File: src/rtl/pxs_pkg.sv
package pxs_pkg;

  typedef enum logic [2:0] {
    RA_SX     = 3'd0,
    RA_SY     = 3'd1,
    RA_REF    = 3'd2,
    RA_WID    = 3'd3,
    RA_MODE   = 3'd4,
    RA_OP     = 3'd5,
    RA_STAT   = 3'd6,
    RA_BORDER = 3'd7
  } ra_e;

  localparam logic [3:0] OP_SEARCH = 4'hC;

  localparam int SB_BUSY  = 0;
  localparam int SB_MATCH = 1;
  localparam int SB_IRQ   = 2;

  localparam int MB_DIR  = 0;
  localparam int MB_DIFF = 1;

  typedef enum logic [1:0] {
    EN_IDLE  = 2'd0,
    EN_RUN   = 2'd1,
    EN_DRAIN = 2'd2
  } eng_e;

endpackage

File: src/rtl/pxs_regs.sv
module pxs_regs
  import pxs_pkg::*;
#(
  parameter int X_W    = 11,
  parameter int PIX_W  = 8,
  parameter int WSEL_W = 2
) (
  input  logic              clk,
  input  logic              rst_n,
  input  logic              we,
  input  logic [2:0]        addr,
  input  logic [X_W-1:0]    wdata,
  output logic [X_W-1:0]    rdata,
  input  logic              busy,
  input  logic              done,
  input  logic              done_match,
  input  logic [X_W-1:0]    done_x,
  output logic [X_W-1:0]    sx,
  output logic [X_W-1:0]    sy,
  output logic [PIX_W-1:0]  ref_pix,
  output logic [WSEL_W-1:0] wsel,
  output logic              dir,
  output logic              diff,
  output logic              start,
  output logic              irq
);

  logic [X_W-1:0]    sx_q, sx_d, sy_q, sy_d, border_q, border_d;
  logic [PIX_W-1:0]  ref_q, ref_d;
  logic [WSEL_W-1:0] wsel_q, wsel_d;
  logic              dir_q, dir_d, diff_q, diff_d;
  logic              match_q, match_d, irq_q, irq_d;
  logic              irq_clr;

  always_comb begin
    sx_d     = sx_q;
    sy_d     = sy_q;
    ref_d    = ref_q;
    wsel_d   = wsel_q;
    dir_d    = dir_q;
    diff_d   = diff_q;
    if (we) begin
      unique case (addr)
        RA_SX:   sx_d   = wdata;
        RA_SY:   sy_d   = wdata;
        RA_REF:  ref_d  = wdata[PIX_W-1:0];
        RA_WID:  wsel_d = wdata[WSEL_W-1:0];
        RA_MODE: begin
          dir_d  = wdata[MB_DIR];
          diff_d = wdata[MB_DIFF];
        end
        default: ;
      endcase
    end
    start    = we && (addr == RA_OP) && (wdata[3:0] == OP_SEARCH) && !busy;
    irq_clr  = we && (addr == RA_STAT) && wdata[SB_IRQ];
    match_d  = start ? 1'b0 : (done ? done_match : match_q);
    border_d = done ? done_x : border_q;
    if (done)         irq_d = 1'b1;
    else if (irq_clr) irq_d = 1'b0;
    else              irq_d = irq_q;
  end

  always_ff @(posedge clk or negedge rst_n) begin
    if (!rst_n) begin
      sx_q     <= '0;
      sy_q     <= '0;
      ref_q    <= '0;
      wsel_q   <= '0;
      dir_q    <= 1'b0;
      diff_q   <= 1'b0;
      match_q  <= 1'b0;
      irq_q    <= 1'b0;
      border_q <= '0;
    end else begin
      sx_q     <= sx_d;
      sy_q     <= sy_d;
      ref_q    <= ref_d;
      wsel_q   <= wsel_d;
      dir_q    <= dir_d;
      diff_q   <= diff_d;
      match_q  <= match_d;
      irq_q    <= irq_d;
      border_q <= border_d;
    end
  end

  always_comb begin
    rdata = '0;
    unique case (addr)
      RA_SX:     rdata = sx_q;
      RA_SY:     rdata = sy_q;
      RA_REF:    rdata = X_W'(ref_q);
      RA_WID:    rdata = X_W'(wsel_q);
      RA_MODE:   rdata = X_W'({diff_q, dir_q});
      RA_STAT:   rdata = X_W'({irq_q, match_q, busy});
      RA_BORDER: rdata = border_q;
      default:   rdata = '0;
    endcase
  end

  assign sx      = sx_q;
  assign sy      = sy_q;
  assign ref_pix = ref_q;
  assign wsel    = wsel_q;
  assign dir     = dir_q;
  assign diff    = diff_q;
  assign irq     = irq_q;

  // completion sets the flag, only a write of 1 clears it
  a_r4_irq_on_done: assert property (@(posedge clk) disable iff (!rst_n)
    done |=> irq_q);
  a_r4_irq_sticky: assert property (@(posedge clk) disable iff (!rst_n)
    irq_q && !irq_clr |=> irq_q);
  // match flag follows the result of the finished search
  a_r5_match_latch: assert property (@(posedge clk) disable iff (!rst_n)
    done |=> match_q == $past(done_match));
  // border written on every completion
  a_r6_border_latch: assert property (@(posedge clk) disable iff (!rst_n)
    done |=> border_q == $past(done_x));
  // a start write during a run does not disturb it
  a_r11_busy_op_ignored: assert property (@(posedge clk) disable iff (!rst_n)
    busy && !done && we && (addr == RA_OP) |=> busy);

endmodule

File: src/rtl/pxs_engine.sv
module pxs_engine
  import pxs_pkg::*;
#(
  parameter int X_W     = 11,
  parameter int PIX_W   = 8,
  parameter int WSEL_W  = 2,
  parameter int MIN_LOG = 8,
  localparam int AW     = 2 * X_W
) (
  input  logic              clk,
  input  logic              rst_n,
  input  logic              start,
  input  logic [X_W-1:0]    sx,
  input  logic [X_W-1:0]    sy,
  input  logic [PIX_W-1:0]  ref_pix,
  input  logic [WSEL_W-1:0] wsel,
  input  logic              dir,
  input  logic              diff,
  input  logic [PIX_W-1:0]  mem_rdata,
  output logic              busy,
  output logic              mem_re,
  output logic [AW-1:0]     mem_addr,
  output logic              done,
  output logic              done_match,
  output logic [X_W-1:0]    done_x
);

  function automatic logic [X_W-1:0] width_mask(input logic [WSEL_W-1:0] w);
    logic [X_W:0] span;
    span = (X_W+1)'(1) << (MIN_LOG + int'(w));
    return X_W'(span - 1'b1);
  endfunction

  eng_e              state_q, state_d;
  logic [X_W-1:0]    x_q, x_d, y_q, y_d, rdx_q, rdx_d;
  logic [WSEL_W-1:0] wsel_q, wsel_d;
  logic              dir_q, dir_d, diff_q, diff_d, rdv_q, rdv_d;
  logic [PIX_W-1:0]  ref_q, ref_d;
  logic [X_W-1:0]    mask_in, mask_q, edge_x;
  logic              hit;

  assign mask_in = width_mask(wsel);
  assign mask_q  = width_mask(wsel_q);
  assign edge_x  = dir_q ? '0 : mask_q;
  assign hit     = diff_q ? (mem_rdata != ref_q) : (mem_rdata == ref_q);

  always_comb begin
    state_d    = state_q;
    x_d        = x_q;
    y_d        = y_q;
    wsel_d     = wsel_q;
    dir_d      = dir_q;
    diff_d     = diff_q;
    ref_d      = ref_q;
    rdv_d      = 1'b0;
    rdx_d      = rdx_q;
    mem_re     = 1'b0;
    done       = 1'b0;
    done_match = 1'b0;
    unique case (state_q)
      EN_IDLE: begin
        if (start) begin
          state_d = EN_RUN;
          x_d     = sx & mask_in;
          y_d     = sy & mask_in;
          wsel_d  = wsel;
          dir_d   = dir;
          diff_d  = diff;
          ref_d   = ref_pix;
        end
      end
      EN_RUN: begin
        mem_re = 1'b1;
        rdv_d  = 1'b1;
        rdx_d  = x_q;
        if (rdv_q && hit) begin
          done       = 1'b1;
          done_match = 1'b1;
          rdv_d      = 1'b0;
          state_d    = EN_IDLE;
        end else if (x_q == edge_x) begin
          state_d = EN_DRAIN;
        end else begin
          x_d = dir_q ? x_q - 1'b1 : x_q + 1'b1;
        end
      end
      EN_DRAIN: begin
        done       = 1'b1;
        done_match = hit;
        state_d    = EN_IDLE;
      end
      default: state_d = EN_IDLE;
    endcase
  end

  always_ff @(posedge clk or negedge rst_n) begin
    if (!rst_n) begin
      state_q <= EN_IDLE;
      x_q     <= '0;
      y_q     <= '0;
      wsel_q  <= '0;
      dir_q   <= 1'b0;
      diff_q  <= 1'b0;
      ref_q   <= '0;
      rdv_q   <= 1'b0;
      rdx_q   <= '0;
    end else begin
      state_q <= state_d;
      x_q     <= x_d;
      y_q     <= y_d;
      wsel_q  <= wsel_d;
      dir_q   <= dir_d;
      diff_q  <= diff_d;
      ref_q   <= ref_d;
      rdv_q   <= rdv_d;
      rdx_q   <= rdx_d;
    end
  end

  assign busy     = (state_q != EN_IDLE);
  assign mem_addr = (AW'(y_q) << (MIN_LOG + int'(wsel_q))) | AW'(x_q);
  assign done_x   = rdx_q;

  // completion leaves the engine idle with no read pending
  a_r3_done_idle: assert property (@(posedge clk) disable iff (!rst_n)
    done |=> !busy && !mem_re);
  // every issued x lies inside the selected width
  a_r7_x_in_range: assert property (@(posedge clk) disable iff (!rst_n)
    mem_re |-> (x_q & ~mask_q) == '0);
  // consecutive reads step by one in the chosen direction
  a_r8_inc_step: assert property (@(posedge clk) disable iff (!rst_n)
    mem_re && $past(mem_re) && !dir_q |-> x_q == $past(x_q) + 1'b1);
  a_r8_dec_step: assert property (@(posedge clk) disable iff (!rst_n)
    mem_re && $past(mem_re) && dir_q |-> x_q == $past(x_q) - 1'b1);
  // the row stays fixed for the whole run
  a_r10_row_fixed: assert property (@(posedge clk) disable iff (!rst_n)
    mem_re && $past(mem_re) |-> $stable(y_q) && $stable(wsel_q));

endmodule

File: src/rtl/pixel_search_top.sv
module pixel_search_top
  import pxs_pkg::*;
#(
  parameter int X_W     = 11,
  parameter int PIX_W   = 8,
  parameter int WSEL_W  = 2,
  parameter int MIN_LOG = 8,
  localparam int AW     = 2 * X_W
) (
  input  logic             clk,
  input  logic             rst_n,
  input  logic             reg_we,
  input  logic [2:0]       reg_addr,
  input  logic [X_W-1:0]   reg_wdata,
  output logic [X_W-1:0]   reg_rdata,
  output logic             irq,
  output logic             mem_re,
  output logic [AW-1:0]    mem_addr,
  input  logic [PIX_W-1:0] mem_rdata
);

  logic [1:0] rst_sync_q;
  logic       rst_sn;

  always_ff @(posedge clk or negedge rst_n) begin
    if (!rst_n) rst_sync_q <= '0;
    else        rst_sync_q <= {rst_sync_q[0], 1'b1};
  end
  assign rst_sn = rst_sync_q[1];

  logic [X_W-1:0]    sx, sy, done_x;
  logic [PIX_W-1:0]  ref_pix;
  logic [WSEL_W-1:0] wsel;
  logic              dir, diff, start, busy, done, done_match;

  pxs_regs #(
    .X_W(X_W), .PIX_W(PIX_W), .WSEL_W(WSEL_W)
  ) u_regs (
    .clk        (clk),
    .rst_n      (rst_sn),
    .we         (reg_we),
    .addr       (reg_addr),
    .wdata      (reg_wdata),
    .rdata      (reg_rdata),
    .busy       (busy),
    .done       (done),
    .done_match (done_match),
    .done_x     (done_x),
    .sx         (sx),
    .sy         (sy),
    .ref_pix    (ref_pix),
    .wsel       (wsel),
    .dir        (dir),
    .diff       (diff),
    .start      (start),
    .irq        (irq)
  );

  pxs_engine #(
    .X_W(X_W), .PIX_W(PIX_W), .WSEL_W(WSEL_W), .MIN_LOG(MIN_LOG)
  ) u_engine (
    .clk        (clk),
    .rst_n      (rst_sn),
    .start      (start),
    .sx         (sx),
    .sy         (sy),
    .ref_pix    (ref_pix),
    .wsel       (wsel),
    .dir        (dir),
    .diff       (diff),
    .mem_rdata  (mem_rdata),
    .busy       (busy),
    .mem_re     (mem_re),
    .mem_addr   (mem_addr),
    .done       (done),
    .done_match (done_match),
    .done_x     (done_x)
  );

endmodule

File: config.mk
export PLATFORM = sky130hd
export DESIGN_NAME = pixel_search_top
export DESIGN_NICKNAME = d
export VERILOG_FILES = /design/src/rtl/pxs_pkg.sv /design/src/rtl/pxs_regs.sv /design/src/rtl/pxs_engine.sv /design/src/rtl/pixel_search_top.sv
export SDC_FILE = /design/constraint.sdc
export NUM_CORES = 1
export LEC_CHECK = 0
export BUFFER_PORTS_ARGS = -buffer_cell sky130_fd_sc_hd__clkbuf_2
export CAP_MARGIN = 20
export CORE_MARGIN = 4
export CORE_UTILIZATION = 35
export CTS_BUF_LIST = sky130_fd_sc_hd__clkbuf_16
export CTS_CLUSTER_SIZE = 20
export DETAILED_ROUTE_END_ITERATION = 8
export GPL_TIMING_DRIVEN = 0
export SYNTH_ARGS = -nofsm -noshare
export SYNTH_HDL_FRONTEND = slang
export SYNTH_SLANG_ARGS = --single-unit
File: constraint.sdc
create_clock -name clk -period 3.5 [get_ports clk]
set_clock_uncertainty 0.15 [all_clocks]
set_input_delay 0.7 -clock clk [delete_from_list [all_inputs] [get_ports clk]]
set_output_delay 0.7 -clock clk [all_outputs]
set_load 0.05 [all_outputs]
Word level (Yosys, flattened, before mapping)
Index checks and enable logic that the tools add are counted.
- register bits: 97
- bits in writable memories: 0
- word-level logic and storage cells: 91
- bits in read-only memories: 0
- memories kept: 0
- output and inout port bits: 35
- input port bits: 25
- bits in latches: 0
- $mul: 0
- $lt $le $gt $ge: 0
- reduce and logical (&&, ||, !) cells: 21
- add/sub/neg operators: 6
- equal/unequal tests: 17
- bitwise gates (word level): 3
- mux-type cells: 22
- divide/modulo/power cells: 0
- shifts and indexed selects: 3
- operators by type and width (cell ; count):
    11-bit case mux with 7 select lines ; 1
    1-bit by 32-bit << shifter with 11-bit output, first input constant ; 2
    11-bit two-way mux ; 5
    11-bit by 1-bit subtractor with 11-bit output, second input constant ; 3
    11-bit by 32-bit << shifter with 22-bit output ; 1
    11-bit bitwise AND ; 2
    22-bit by 11-bit bitwise OR with 22-bit output ; 1
    11-bit case mux with 2 select lines ; 1
    2-bit AND reduction ; 7
    3-bit == test, second input constant ; 4
    11-bit by 1-bit adder with 11-bit output, second input constant ; 1
    11-bit == test ; 1
    4-bit by 2-bit adder with 5-bit output, first input constant ; 2
    1-bit two-way mux ; 9
    8-bit == test ; 1
    8-bit inequality test ; 1
    2-bit nonzero test ; 4
    3-bit by 2-bit == test with 1-bit output, second input constant ; 2
    1-bit logical AND ; 6
    2-bit two-way mux ; 3
    2-bit inequality test, second input constant ; 3
    4-bit == test, second input constant ; 1
    1-bit case mux with 2 select lines ; 2
    2-bit case mux with 2 select lines ; 1
    other kinds (8) ; 8

Logic depth before layout (Yosys ltp)
- depth in word-level cells: 8
- gate-level depth with buffers: 9
- gate-level depth less buffers: 7

Cells and area by module
Synthesis repeated with hierarchy kept, for this count alone.
- cell total of the unflattened synthesis: 442
- area, all modules: 5313.8 sq um
- modules (own cells, without submodules) (module ; times used ; cells each ; area an instance (sq um) ; sequential area each (sq um)):
    pxs_engine ; 1 ; 272 ; 2989.1 ; 1201.2
    pxs_regs ; 1 ; 167 ; 2270.9 ; 1176.1
    pixel_search_top ; 1 ; 3 ; 53.8 ; 50.0

Worst setup path after synthesis
Ideal clock, no wire load.
- kind: input port to output port
- from: input reg_addr[0]
- to: output reg_rdata[10]
- path slack: -0.015 ns
- stages on the path: 4
- required time: 2.650 ns
- path buffers: 2
- arrival: 2.665 ns
- path through: buf_1 -> clkbuf_1 -> mux2i_1 -> o21ai_0
- word-level cells in the longest chain between the ends: 2
- elaborated cells on any way between the ends: 8
- classes of those cells: eq/ne (6); mux (1); reduce/logical (1)
- ends and longest elaborated chain (item ; line ; RTL):
    start: declaration ; pixel_search_top.sv:13 ; input logic [2:0] reg_addr,
    3-bit == test (tied with other cells) ; pxs_regs.sv:90 ; unique case (addr)
    11-bit case mux with 7 select lines (*) ; pxs_regs.sv:90 ;
    end: declaration ; pixel_search_top.sv:15 ; output logic [X_W-1:0] reg_rdata,
Every way passes the cells marked *; elsewhere a longest branch is shown, timed or not.

Worst setup path in the final report
- from: input reg_addr[0]
- to: output reg_rdata[0]
Same word-level chain as after synthesis.

==> results.toml <==
[critical_path]
crit_path_start_kind = "input pin"
worstPathMaxFanout = 14
end_kind = "output port"
critPathArrivalTime_ns = 2.36
worstPathRequired_ns = 2.65
rr_worst_depth = 8
critPathKind = "in2out"

[grt]
met2_usage_pct = 24.76
antenna_found_initial = 0
first_global_vias = 4016
grt_usage_pct = 15.72
grt_max_degree = 55
top_usage_layer = "met2"
grt_pass1_wl_um = 21760
use_met3_pct = 4.167
overflow = 0
grt_use_met1_pct = 21.15

[routing]
wl_per_cell_um = 18.40
postRouteWirelength_um = 13280
vias_per_cell = 5.289
drc = 0
drt_iter0_markers = 293
ant_nets = 0
drtPass1Iterations = 4
vias = 3819

[logic_synthesis]
post-synth-top-count-cell = "dfrtp_1"
netlist_area_um2 = 5350
synth_top_area_share_pct = 45.37
seq_area_frac_synth_pct = 45.37
ys_ff_latch = 97
yosys_most_used_dff = "dfrtp_1"
ys_top_cells_by_count = "97 x dfrtp_1, 84 x mux2_2, 30 x mux2i_1"
yosysWarnings = 0
synth_top_cell_by_area = "dfrtp_1"
synth-edff-count = 0
synthArstFlopShare_pct = 100.0
syn-num-nets = 503
ys_types = 52
synth.area.top_cells = "dfrtp_1 45%, mux2_2 18%, mux2i_1 5.6%"
syn_avg_cell_area_um2 = 11.53
postSynthCellCount = 464

[clock_network]
cts_made_buffers = 9
clock-root-buffer = "clkbuf_16"
cts.reportedPaths.clkPinSlew_ns = 0.07
cts_tree = "yes"
clk_latency_ns = 0.34
post-cts-setup-buffer-count = 0
htreeDepth = 3
clockBufferDepth = 2
clkSinkCount = 97

[floorplanning]
die_x_um = 131.6
design.portCount = 60
dieArea_um2 = 17330
die_h_um = 131.6
start_util_pct = 36.26
core_um2 = 14750
rows = 44

[cells_and_area]
drive_gt1_share_pct = 35.69
postLayoutCoreUtil_pct = 41.94
final_nets = 573
syn2layout_area_growth_pct = 15.67
layout.cells.non_filler = 722
fill_cells = 1417
n_antenna_cell = 0

[pwr]
pwr_density_cell_nw_per_um2 = 727.6
p_leak_nw = 2.921
worst_ir_drop_vdd_mv = 0.2847

[sta]
min_period_over_period_pct = 91.75
final-max-slew-violation-count = 0
slew_headroom_pct = 43.33
timing.fmax_mhz = 311.4
hold_viol = 0
rsz0062_at_grt = "false"
setup_viol = 0
period_needed_ns = 3.211
worst_slew_pin_slew_ns = 0.8423

[place]
io_buffers = 58
dp_hpwl_um = 10210
gp_congestion = 0.8277
placedCellCount = 707

[min_path]
min_path_type = "reg2async"

[run_status]
status = "finished, final reports clean"

[run]
maxCapViolCount = 0
## critical path: stages
cell and delay (ns):
clkbuf_2 0.35, clkbuf_2 0.36, nand3_1 0.13, o311ai_0 0.14, o21ai_0 0.17, o21ai_0 0.16
clkbuf_2 0.34
## timing repair
| item | CTS | global route |
|---|---|---|
| hold buffers | 1 | 0 |
| endpoints found under the setup margin | 3 | 0 |
| hold endpoints to repair | 2 | 0 |
| resized for setup | 1 | 0 |
## final timing paths
check,startpoint,to,slack [ns]
max,reg_addr[0],reg_rdata[0],0.29
min,rst_sync_q[1],u_regs.ref_pix[4],0.19
max reg2reg,u_engine.dir_q,u_engine.x_q[10],0.55
min reg2reg,rst_sync_q[1],u_regs.ref_pix[4],0.19
max in group asynchronous,rst_sync_q[1],u_regs.sx[8],2.35
min in group clk,rst_sync_q[0],rst_sync_q[1],0.20
## logic make-up (layout without fill, tap and decap cells)
kind of cell | count (synthesis) | count (layout) | share of synthesized area, %
mux | 125 | 125 | 26.52
compound gates | 73 | 73 | 8.677
simple gates | 94 | 94 | 8.863
xor+xnor | 19 | 19 | 3.110
other cells | 1 | 1 | 0.07009
fa+ha+maj | 14 | 14 | 3.414
flops | 97 | 97 | 45.37
buf+inv | 41 | 115 | 3.976
## per-stage QoR
step	cell area [um2]	power (mW)	TNS (ns)	hold WS, ns	setup WS, ns
4_1_cts	6188	4.549	0	0.2044	0.3254
5_1_grt	6188	4.802	0	0.2299	0.2062
3_3_place_gp	5871	3.535	-61.11	0.1854	-0.6473
3_5_place_dp	5902	3.593	-0.4814	0.1897	-0.2373
2_1_floorplan	5350	3.139	0	0.1812	0.2172
6_report	6188	4.503	0	0.1859	0.2888
## power by group
group / total [mW] / switching, mW / internal (mW)
clock: 0.945 / 0.404 / 0.541
combinational: 1.86 / 1.02 / 0.836
sequential: 1.70 / 0.294 / 1.41
## metal layers
layer  wire length (um)  vias up  part of all wire, %
li1                   -     1795                    -
met1               6155     1911                   46
met2               6168       94                   46
met3                635       19                  4.8
met4                324        0                  2.4
met5                  0        -                    0
## cells in the final DEF (no fill, tap or decap), types with 3 or more instances in the layout
master / netlist / routed
dfrtp_1: 97 / 96
mux2_2: 84 / 84
clkbuf_2: 0 / 59
mux2i_1: 30 / 30
nand2_1: 26 / 26
nor2_1: 23 / 23
o21ai_0: 23 / 20
a21oi_1: 19 / 19
ha_1: 13 / 13
inv_1: 9 / 12
xor2_1: 12 / 12
nand3_1: 10 / 10
buf_4: 10 / 10
mux2_4: 10 / 10
clkbuf_1: 10 / 9
clkbuf_16: 0 / 9
xnor2_1: 7 / 7
nand2b_1: 6 / 6
buf_2: 5 / 5
and3_1: 5 / 5
nor2b_1: 5 / 5
buf_1: 5 / 4
a21o_1: 4 / 4
o21ai_1: 0 / 3
o22ai_1: 3 / 3
a31oi_1: 3 / 3
o21bai_1: 3 / 3
a211oi_1: 3 / 3
## registers in the layout (all words and copies together), names as in the netlist
signal            count
u_engine.x_q         11
u_engine.done_x      11
u_regs.irq            1
u_regs.sx            11
u_regs.dir            1
u_engine.y_q         11
u_engine.state_q      2
u_regs.diff           1
u_regs.wsel           2
u_engine.rdv_q        1
u_regs.ref_pix        8
u_regs.match_q        1
u_regs.border_q      11
u_engine.wsel_q       2
u_engine.dir_q        1
rst_sync_q            2
u_engine.diff_q       1
u_regs.sy            11
u_engine.ref_q        8
## final cells by class
cell class | count | area [um2] | share of cell area (%)
multi-input cells | 326 | 2710 | 43.79
flip-flops and latches | 97 | 2431 | 39.28
repair buffers | 60 | 327.8 | 5.297
well taps | 184 | 230.2 | 3.720
clock buffers | 9 | 225.2 | 3.639
plain buffers | 31 | 176.4 | 2.851
clock inverters | 6 | 53.80 | 0.8694
inverters | 9 | 33.78 | 0.5459
(Power assumes the default switching activity.)
